### src/rtl/rstw_pkg.sv
package rstw_pkg;

    typedef enum logic [1:0] {
        MODE_FULL  = 2'b00,
        MODE_DRAIN = 2'b01,
        MODE_LANES = 2'b10,
        MODE_NOW   = 2'b11
    } drain_mode_e;

    typedef enum logic [2:0] {
        ST_IDLE,
        ST_HOLD,
        ST_RD_WAIT,
        ST_WR_WAIT,
        ST_LANE_WAIT,
        ST_FREEZE,
        ST_DONE
    } seq_state_e;

    typedef struct packed {
        seq_state_e  st;
        drain_mode_e mode;
        logic        frz_off;
        logic        host_hold;
        logic        mst_hold;
        logic        frz;
        logic        ok;
    } seq_regs_t;

endpackage

### src/rtl/rstw_txn_counter.sv
module rstw_txn_counter #(
    parameter int CNT_W = 4
) (
    input  logic clk,
    input  logic rst_n,
    input  logic issue_i,
    input  logic retire_i,
    output logic empty_o
);
    localparam logic [CNT_W-1:0] CNT_MAX = '1;

    logic [CNT_W-1:0] cnt_d, cnt_q;

    always_comb begin
        cnt_d = cnt_q;
        if (issue_i && !retire_i) begin
            cnt_d = cnt_q + 1'b1;
        end else if (retire_i && !issue_i) begin
            cnt_d = cnt_q - 1'b1;
        end
    end

    always_ff @(posedge clk) begin
        if (!rst_n) begin
            cnt_q <= '0;
        end else begin
            cnt_q <= cnt_d;
        end
    end

    assign empty_o = (cnt_q == '0);

    AST_CNT_NO_UNDERFLOW: assert property (@(posedge clk) disable iff (!rst_n)
        (retire_i && !issue_i) |-> !empty_o) else $error("retire with empty count");
    AST_CNT_NO_OVERFLOW: assert property (@(posedge clk) disable iff (!rst_n)
        (issue_i && !retire_i) |-> (cnt_q != CNT_MAX)) else $error("issue at full count");

endmodule

### src/rtl/rstw_seq_fsm.sv
module rstw_seq_fsm
    import rstw_pkg::*;
(
    input  logic        clk,
    input  logic        rst_n,
    input  logic        warn_i,
    input  logic [1:0]  mode_i,
    input  logic        frz_off_i,
    input  logic        rd_empty_i,
    input  logic        wr_empty_i,
    input  logic        lanes_stopped_i,
    output logic        host_hold_o,
    output logic        mst_hold_o,
    output logic        frz_o,
    output logic        ok_o
);
    seq_regs_t r_d, r_q;

    always_comb begin
        r_d    = r_q;
        r_d.ok = 1'b0;
        unique case (r_q.st)
            ST_IDLE: begin
                if (warn_i) begin
                    r_d.mode    = drain_mode_e'(mode_i);
                    r_d.frz_off = frz_off_i;
                    unique case (drain_mode_e'(mode_i))
                        MODE_FULL, MODE_DRAIN: begin
                            r_d.st        = ST_HOLD;
                            r_d.host_hold = 1'b1;
                        end
                        MODE_LANES: r_d.st = ST_LANE_WAIT;
                        default: begin
                            r_d.st = ST_DONE;
                            r_d.ok = 1'b1;
                        end
                    endcase
                end
            end
            ST_HOLD: begin
                r_d.st       = ST_RD_WAIT;
                r_d.mst_hold = 1'b1;
            end
            ST_RD_WAIT: begin
                if (rd_empty_i) r_d.st = ST_WR_WAIT;
            end
            ST_WR_WAIT: begin
                if (wr_empty_i) begin
                    if (r_q.mode == MODE_FULL) begin
                        r_d.st = ST_LANE_WAIT;
                    end else begin
                        r_d.st  = ST_FREEZE;
                        r_d.frz = !r_q.frz_off;
                    end
                end
            end
            ST_LANE_WAIT: begin
                if (lanes_stopped_i) begin
                    r_d.st  = ST_FREEZE;
                    r_d.frz = !r_q.frz_off;
                end
            end
            ST_FREEZE: begin
                r_d.st = ST_DONE;
                r_d.ok = 1'b1;
            end
            default: r_d.st = ST_DONE;
        endcase
    end

    always_ff @(posedge clk) begin
        if (!rst_n) begin
            r_q <= '{st: ST_IDLE, mode: MODE_FULL, frz_off: 1'b0,
                     host_hold: 1'b0, mst_hold: 1'b0, frz: 1'b0, ok: 1'b0};
        end else begin
            r_q <= r_d;
        end
    end

    assign host_hold_o = r_q.host_hold;
    assign mst_hold_o  = r_q.mst_hold;
    assign frz_o       = r_q.frz;
    assign ok_o        = r_q.ok;

    AST_MST_AFTER_HOST: assert property (@(posedge clk) disable iff (!rst_n)
        $rose(r_q.mst_hold) |-> r_q.host_hold) else $error("master hold before host hold");
    AST_DRAINED_AT_FREEZE: assert property (@(posedge clk) disable iff (!rst_n)
        (r_q.st == ST_FREEZE && !r_q.mode[1]) |-> (rd_empty_i && wr_empty_i)) else $error("reply path entered with traffic in flight");
    AST_LANES_BEFORE_OK: assert property (@(posedge clk) disable iff (!rst_n)
        (r_q.ok && !r_q.mode[0]) |-> $past(lanes_stopped_i, 2)) else $error("ok without lanes stopped");
    AST_FREEZE_GATED: assert property (@(posedge clk) disable iff (!rst_n)
        r_q.frz |-> (!r_q.frz_off && r_q.mode != MODE_NOW)) else $error("freeze while disabled");
    AST_FREEZE_BEFORE_OK: assert property (@(posedge clk) disable iff (!rst_n)
        (r_q.ok && !r_q.frz_off && r_q.mode != MODE_NOW) |-> $past(r_q.frz)) else $error("ok before freeze");
    AST_OK_ONE_CYCLE: assert property (@(posedge clk) disable iff (!rst_n)
        r_q.ok |=> !r_q.ok) else $error("ok wider than one cycle");
    AST_HOLDS_STICKY: assert property (@(posedge clk) disable iff (!rst_n)
        (r_q.host_hold || r_q.mst_hold || r_q.frz) |=>
        ((r_q.host_hold || !$past(r_q.host_hold)) && (r_q.mst_hold || !$past(r_q.mst_hold))
         && (r_q.frz || !$past(r_q.frz)))) else $error("hold dropped before reset");

endmodule

### src/rtl/rstw_drain_sequencer.sv
module rstw_drain_sequencer #(
    parameter int LANES = 4,
    parameter int CNT_W = 4
) (
    input  logic             clk,
    input  logic             rst_n,
    input  logic             warn_i,
    input  logic [1:0]       drain_mode_i,
    input  logic             freeze_off_i,
    input  logic             rd_req_i,
    input  logic             rd_rsp_i,
    input  logic             wr_req_i,
    input  logic             wr_pull_i,
    input  logic [LANES-1:0] lane_stop_i,
    output logic             host_hold_o,
    output logic             mst_hold_o,
    output logic             idle_freeze_o,
    output logic             ok_to_reset_o
);
    localparam int KINDS = 2;

    logic [KINDS-1:0] issue_v, retire_v, empty_v;
    logic             lanes_stopped;

    assign issue_v  = {wr_req_i, rd_req_i};
    assign retire_v = {wr_pull_i, rd_rsp_i};

    for (genvar gi = 0; gi < KINDS; gi++) begin : g_trk
        rstw_txn_counter #(.CNT_W(CNT_W)) u_cnt (
            .clk      (clk),
            .rst_n    (rst_n),
            .issue_i  (issue_v[gi]),
            .retire_i (retire_v[gi]),
            .empty_o  (empty_v[gi])
        );
    end

    assign lanes_stopped = &lane_stop_i;

    rstw_seq_fsm u_fsm (
        .clk             (clk),
        .rst_n           (rst_n),
        .warn_i          (warn_i),
        .mode_i          (drain_mode_i),
        .frz_off_i       (freeze_off_i),
        .rd_empty_i      (empty_v[0]),
        .wr_empty_i      (empty_v[1]),
        .lanes_stopped_i (lanes_stopped),
        .host_hold_o     (host_hold_o),
        .mst_hold_o      (mst_hold_o),
        .frz_o           (idle_freeze_o),
        .ok_o            (ok_to_reset_o)
    );

    AST_NO_ISSUE_UNDER_HOLD: assert property (@(posedge clk) disable iff (!rst_n)
        mst_hold_o |-> !(rd_req_i || wr_req_i)) else $error("request issued under hold");

endmodule

### config.mk
export PLATFORM = sky130hd
export DESIGN_NAME = rstw_drain_sequencer
export DESIGN_NICKNAME = d
export VERILOG_FILES = /design/src/rtl/rstw_pkg.sv /design/src/rtl/rstw_txn_counter.sv /design/src/rtl/rstw_seq_fsm.sv /design/src/rtl/rstw_drain_sequencer.sv
export SDC_FILE = /design/constraint.sdc
export NUM_CORES = 1
export LEC_CHECK = 0
export BUFFER_PORTS_ARGS = -buffer_cell sky130_fd_sc_hd__buf_4
export CAP_MARGIN = 20
export CORE_UTILIZATION = 59
export CTS_CLUSTER_SIZE = 28
export DETAILED_ROUTE_END_ITERATION = 12
export GPL_TIMING_DRIVEN = 0
export PLACE_DENSITY = 0.83
export SKIP_CTS_REPAIR_TIMING = 1
export SLEW_MARGIN = 0
export SYNTH_ARGS = -nofsm -noshare
export SYNTH_HDL_FRONTEND = slang
export SYNTH_HIERARCHICAL = 1
export SYNTH_SLANG_ARGS = --single-unit
### constraint.sdc
create_clock -name clk -period 2.7 [get_ports clk]
set_input_delay 0.405 -clock clk [delete_from_list [all_inputs] [get_ports clk]]
set_output_delay 0.405 -clock clk [all_outputs]
set_load 0.1 [all_outputs]
# Yosys cells after proc, flatten, opt, wreduce, memory -nomap -nowiden
# Index checks and enable logic that the tools add are counted.
# totals
regBits	18
inputBits	14
output_inout_bits	4
# op_classes
n_addsub	4
eq_ne	12
mux	19
n_reduce_logical	24
# op_table
cell	count
4-bit 2-to-1 mux	4
3-bit case mux with 5 select lines	1
4-bit AND reduction	3
2-bit != test (second input constant)	5
3-bit 2-to-1 mux	3
4-bit by 1-bit adder with 4-bit output (second input constant)	2
4-bit zero test	2
4-bit by 1-bit subtractor with 4-bit output (second input constant)	2
1-bit 2-to-1 mux	7
7-bit 2-to-1 mux	1
3-bit by 2-bit == test with 1-bit output (second input constant)	2
3-bit == test (second input constant)	2
3-bit case mux with 2 select lines	1
2-bit nonzero test	3
1-bit zero test	5
1-bit logical AND	4
2-bit zero test	2
1-bit case mux with 2 select lines	2
3-bit by 1-bit == test with 1-bit output (second input constant)	1
3-bit zero test	1
3-bit AND reduction	1
3-bit OR reduction	1
2-bit by 1-bit == test with 1-bit output (second input constant)	1
2-bit == test (second input constant)	1
other kinds (2)	2

# Longest topological paths before layout
# depth
ltp_word	5
depth_mapped	8

# By module
# Netlist, hierarchy kept.
# by_module_without_submodules
module	n_inst	cells_per_inst	area_each_um2	seq_area_each_um2
rstw_txn_counter	2	28	282.8	80.1
rstw_seq_fsm	1	62	558.0	200.2
rstw_drain_sequencer	1	1	8.8	0.0

# Worst setup path after synthesis
# No wires, ideal clock.
# synth_timing
path_type	input port to flip-flop
startpoint	in rd_rsp_i
endpoint	reg g_trk[0].u_cnt.cnt_q[3]
setup_ns	0.072
t_arrival_ns	1.594
t_required_ns	2.628
slack_ns	1.035
cell_stages	8
path_cell_list	inv_1 > ha_1 > inv_1 > ha_1 > a21oi_2 > a211oi_2 > a31oi_1 > mux2i_1
# synth_via
elab_chain_cells	3
elab_cells_between_ends	5
cone_classes	mux (1); reduce/logical (4)
# synth_lines
element	line_no	source
start, declared	rstw_drain_sequencer.sv:11	input logic rd_rsp_i,
1-bit zero test	rstw_txn_counter.sv:16	if (issue_i && !retire_i) begin
1-bit logical AND	rstw_txn_counter.sv:16	
4-bit 2-to-1 mux or 2-bit nonzero test (tied branches)	n/a	
end signal, assigned	rstw_txn_counter.sv:27	cnt_q <= cnt_d;
end, declared	rstw_txn_counter.sv:12	logic [CNT_W-1:0] cnt_d, cnt_q;
# Parallel ways exist; a longest one is shown, timed or not.
# A chain may end at the register's enable or synchronous reset.

# Worst setup path in the final report
# layout_timing
startpoint	in wr_req_i
endpoint	reg g_trk[1].u_cnt.cnt_q[3]
# layout_via
elab_chain_cells	3
elab_cells_between_ends	5
cone_classes	mux (1); reduce/logical (4)
# layout_lines
element	line_no	source
start, declared	rstw_drain_sequencer.sv:12	input logic wr_req_i,
1-bit zero test	rstw_txn_counter.sv:18	end else if (retire_i && !issue_i) begin
1-bit logical AND	rstw_txn_counter.sv:18	
2-bit nonzero test (no line)	n/a	
end signal, assigned	rstw_txn_counter.sv:27	
end, declared	rstw_txn_counter.sv:12	
# Parallel ways exist; a longest one is shown, timed or not.

==> results.py <==
metrics = {
    "clock_tree": {
        "cts_buffers": 3,
        "clockBufferDepth": 2,
        "clkTransAtPathRegs_ns": 0.10,
        "cts.sinks": 18,
        "cts_root_buffer": "clkbuf_4",
        "htreeDepth": 1,
        "cts_tree": "yes",
        "clk_latency_ns": 0.29,
    },
    "placed_design": {
        "gp_congestion": 0.869,
        "port_buffers": 17,
        "dp.cells": 161,
        "dp_hpwl_um": 1600,
        "pre_cts_ws_ns": 0.811,
    },
    "detailed_routing": {
        "route.met3.wl_um": 37,
        "dr.max_layer_used": "met4",
        "antenna_left": 0,
        "drt_iter0_markers": 6,
        "firstDrtPassIters": 3,
        "num_vias": 864,
        "wire_per_inst_um": 12.6,
        "route.detailed.drc": 0,
        "met2_length_um": 1040,
        "vias_per_cell": 5.27,
        "drt-met1-wl_um": 971,
        "routed_wl_um": 2070,
    },
    "setup_path": {
        "cp.arrival_ns": 1.82,
        "path_cells": "buf_4 -> ha_1 -> inv_1 -> ha_1 -> a21oi_2 -> a211oi_2 -> a31oi_1 -> mux2i_1",
        "cp_num_buf_inv": 2,
        "crit_path_frequent_cell": "ha_1",
        "crit_path_start_kind": "primary input",
        "crit_fanout": 4,
        "cp_slowest_cell": "ha_1",
        "end_kind": "flip-flop",
        "crit_family": "adder cells",
        "slowest_delay_ns": 0.30,
        "crit_type": "in -> reg",
        "required_ns": 2.92,
    },
    "floorplan": {
        "ios": 18,
        "die_h_um": 45.8,
        "core_area_mm2": 0.00176,
        "die_area_mm2": 0.00210,
        "die_w_um": 45.8,
        "floorplan.initialDensity_pct": 64.2,
        "fp-row-count": 15,
    },
    "sta": {
        "slew_violations": 0,
        "fmaxAchievable_ghz": 0.627,
        "worstMarginPinSlew_ns": 0.344,
        "fin_crit_ns": 1.59,
        "period_share_pct": 59.1,
        "rsz0062_at_grt": "false",
        "setup_ws_ns": 1.11,
        "holdWs_ns": 0.362,
        "relSlewSlack_pct": 77.0,
        "final_hold_viol_count": 0,
        "fin_skew_ns": 0.00791,
        "tns_ns": 0,
        "setup_viol_count_final": 0,
    },
    "synth": {
        "synth_cell_type_count": 34,
        "synthesis.nets": 141,
        "ys_seq_elements": 18,
        "syn-cell-area_mm2": 0.00113,
        "yosysWarnings": 6,
        "syn_avg_cell_area_um2": 9.52,
        "ys_seq_area_share_pct": 31.8,
        "synth_cells": 119,
    },
    "global_route": {
        "antenna_found_initial": 0,
        "overflow": 0,
        "grt_max_degree": 13,
        "grt_pass1_wl_um": 3540,
        "grt_util_all_layers_pct": 24.0,
        "first_global_vias": 853,
    },
    "power": {
        "ir_drop_mv": 0.368,
        "p_leak_nw": 0.549,
        "cellPowerDensity_mw_per_mm2": 606,
    },
    "final_layout": {
        "area_delta_synth_final_pct": 16.0,
        "final_util_pct": 74.5,
        "layout-drive-gt1-share_pct": 28.8,
        "final_cell_mix": "18 x dfxtp_1, 18 x buf_4, 17 x nand2_1, 6 x mux2i_1, 6 x ha_1",
        "diodes": 0,
        "fin_cells": 164,
        "final_nets": 163,
    },
    "status": {
        "status": "finished clean",
    },
    "worst_hold_path": {
        "hp-class": "in -> reg",
    },
    "flow_run": {
        "cap_violations": 0,
    },
}
flip-flops by register name, summed over array words and instances (netlist names):
register / flops
g_trk.u_cnt/cnt_q: 8
u_fsm/host_hold_o: 1
u_fsm/frz_o: 1
u_fsm/r_q: 6
u_fsm/ok_o: 1
u_fsm/mst_hold_o: 1
final cells by class:
type	count	area, um^2
timing repair buffer	17	128
sequential	18	360
clock buffer	3	22.5
buffer	6	82.6
fill	139	450
tap	25	31.3
multi-input combinational	90	671
inverter	5	18.8
cells in the mapped netlist:
| cell | number | area share, % |
|---|---|---|
| nand2_1 | 17 | 5.6 |
| inv_1 | 5 | 1.7 |
| nand3_1 | 4 | 1.8 |
| nor2b_2 | 2 | 1.5 |
| and4bb_4 | 1 | 1.4 |
| xnor2_1 | 4 | 3.1 |
| o21ai_0 | 4 | 1.8 |
| a21oi_2 | 4 | 3.1 |
| a221o_1 | 1 | 0.88 |
| and4_1 | 1 | 0.77 |
| a31oi_1 | 2 | 1.1 |
| nand3b_1 | 1 | 0.66 |
| a21boi_0 | 3 | 2.0 |
| a221oi_1 | 1 | 0.77 |
| a21oi_1 | 1 | 0.44 |
| buf_4 | 1 | 0.66 |
| nor4b_2 | 1 | 1.3 |
| nor2_2 | 2 | 1.1 |
| mux2i_1 | 6 | 5.3 |
| and2_1 | 5 | 2.8 |
| nor4_1 | 2 | 1.1 |
| nor2_1 | 5 | 1.7 |
| dlymetal6s2s_1 | 1 | 1.1 |
| nand2b_1 | 3 | 1.7 |
| buf_12 | 2 | 3.5 |
| dfxtp_1 | 18 | 32 |
| ha_1 | 6 | 6.6 |
| or3_2 | 1 | 0.66 |
| buf_6 | 2 | 2.0 |
| fa_1 | 2 | 3.5 |
| o21a_1 | 4 | 2.7 |
| a211oi_2 | 3 | 3.3 |
| a211o_2 | 1 | 0.88 |
| nor2b_1 | 3 | 1.7 |
stage by stage:
stage          area, um^2  total power [mW]
6_report             1310             0.796
2_1_floorplan        1130             0.599
5_1_grt              1310             0.849
3_5_place_dp         1290             0.670
3_3_place_gp         1290             0.653
4_1_cts              1310             0.802
final timing paths:
kind / to / cells past startpoint / slack (ns) / start
worst max-delay path: g_trk[1].u_cnt/cnt_q[3] / 8 / 1.11 / wr_req_i
worst min-delay path: u_fsm/r_q[4] / 3 / 0.36 / freeze_off_i
worst max register to register: u_fsm/r_q[8] / 5 / 1.11 / g_trk[1].u_cnt/cnt_q[1]
worst min register to register: u_fsm/mst_hold_o / 1 / 0.48 / u_fsm/mst_hold_o
worst reg2reg max path, stage by stage, from the launching register on:
cell	delay, ns
dfxtp_1	0.36
nor4_1	0.28
and4bb_4	0.27
a221o_1	0.35
nor2_1	0.17
a211oi_2	0.06
kinds of logic after synthesis:
logic type	after synthesis	synth area share, %
simple gates	48	23.8
compound gates	24	16.9
flops	18	31.8
buf+inv	11	8.95
fa+ha+maj	8	10.2
mux	6	5.30
xor+xnor	4	3.09
power breakdown:
group / total (mW) / internal, mW / switching [mW] / leakage [nW]
registers: 0.339 / 0.306 / 0.0329 / 0.148
clock network: 0.132 / 0.0518 / 0.0805 / 0.0138
logic: 0.325 / 0.149 / 0.175 / 0.387
total: 0.796 / 0.507 / 0.288 / 0.549
per-layer routing:
metal  up-vias  track usage, %
li1        452               -
met1       401            27.9
met2         9            41.4
met3         2            4.76
met4         0            12.4
met5         -               0
(Power assumes the default switching activity.)
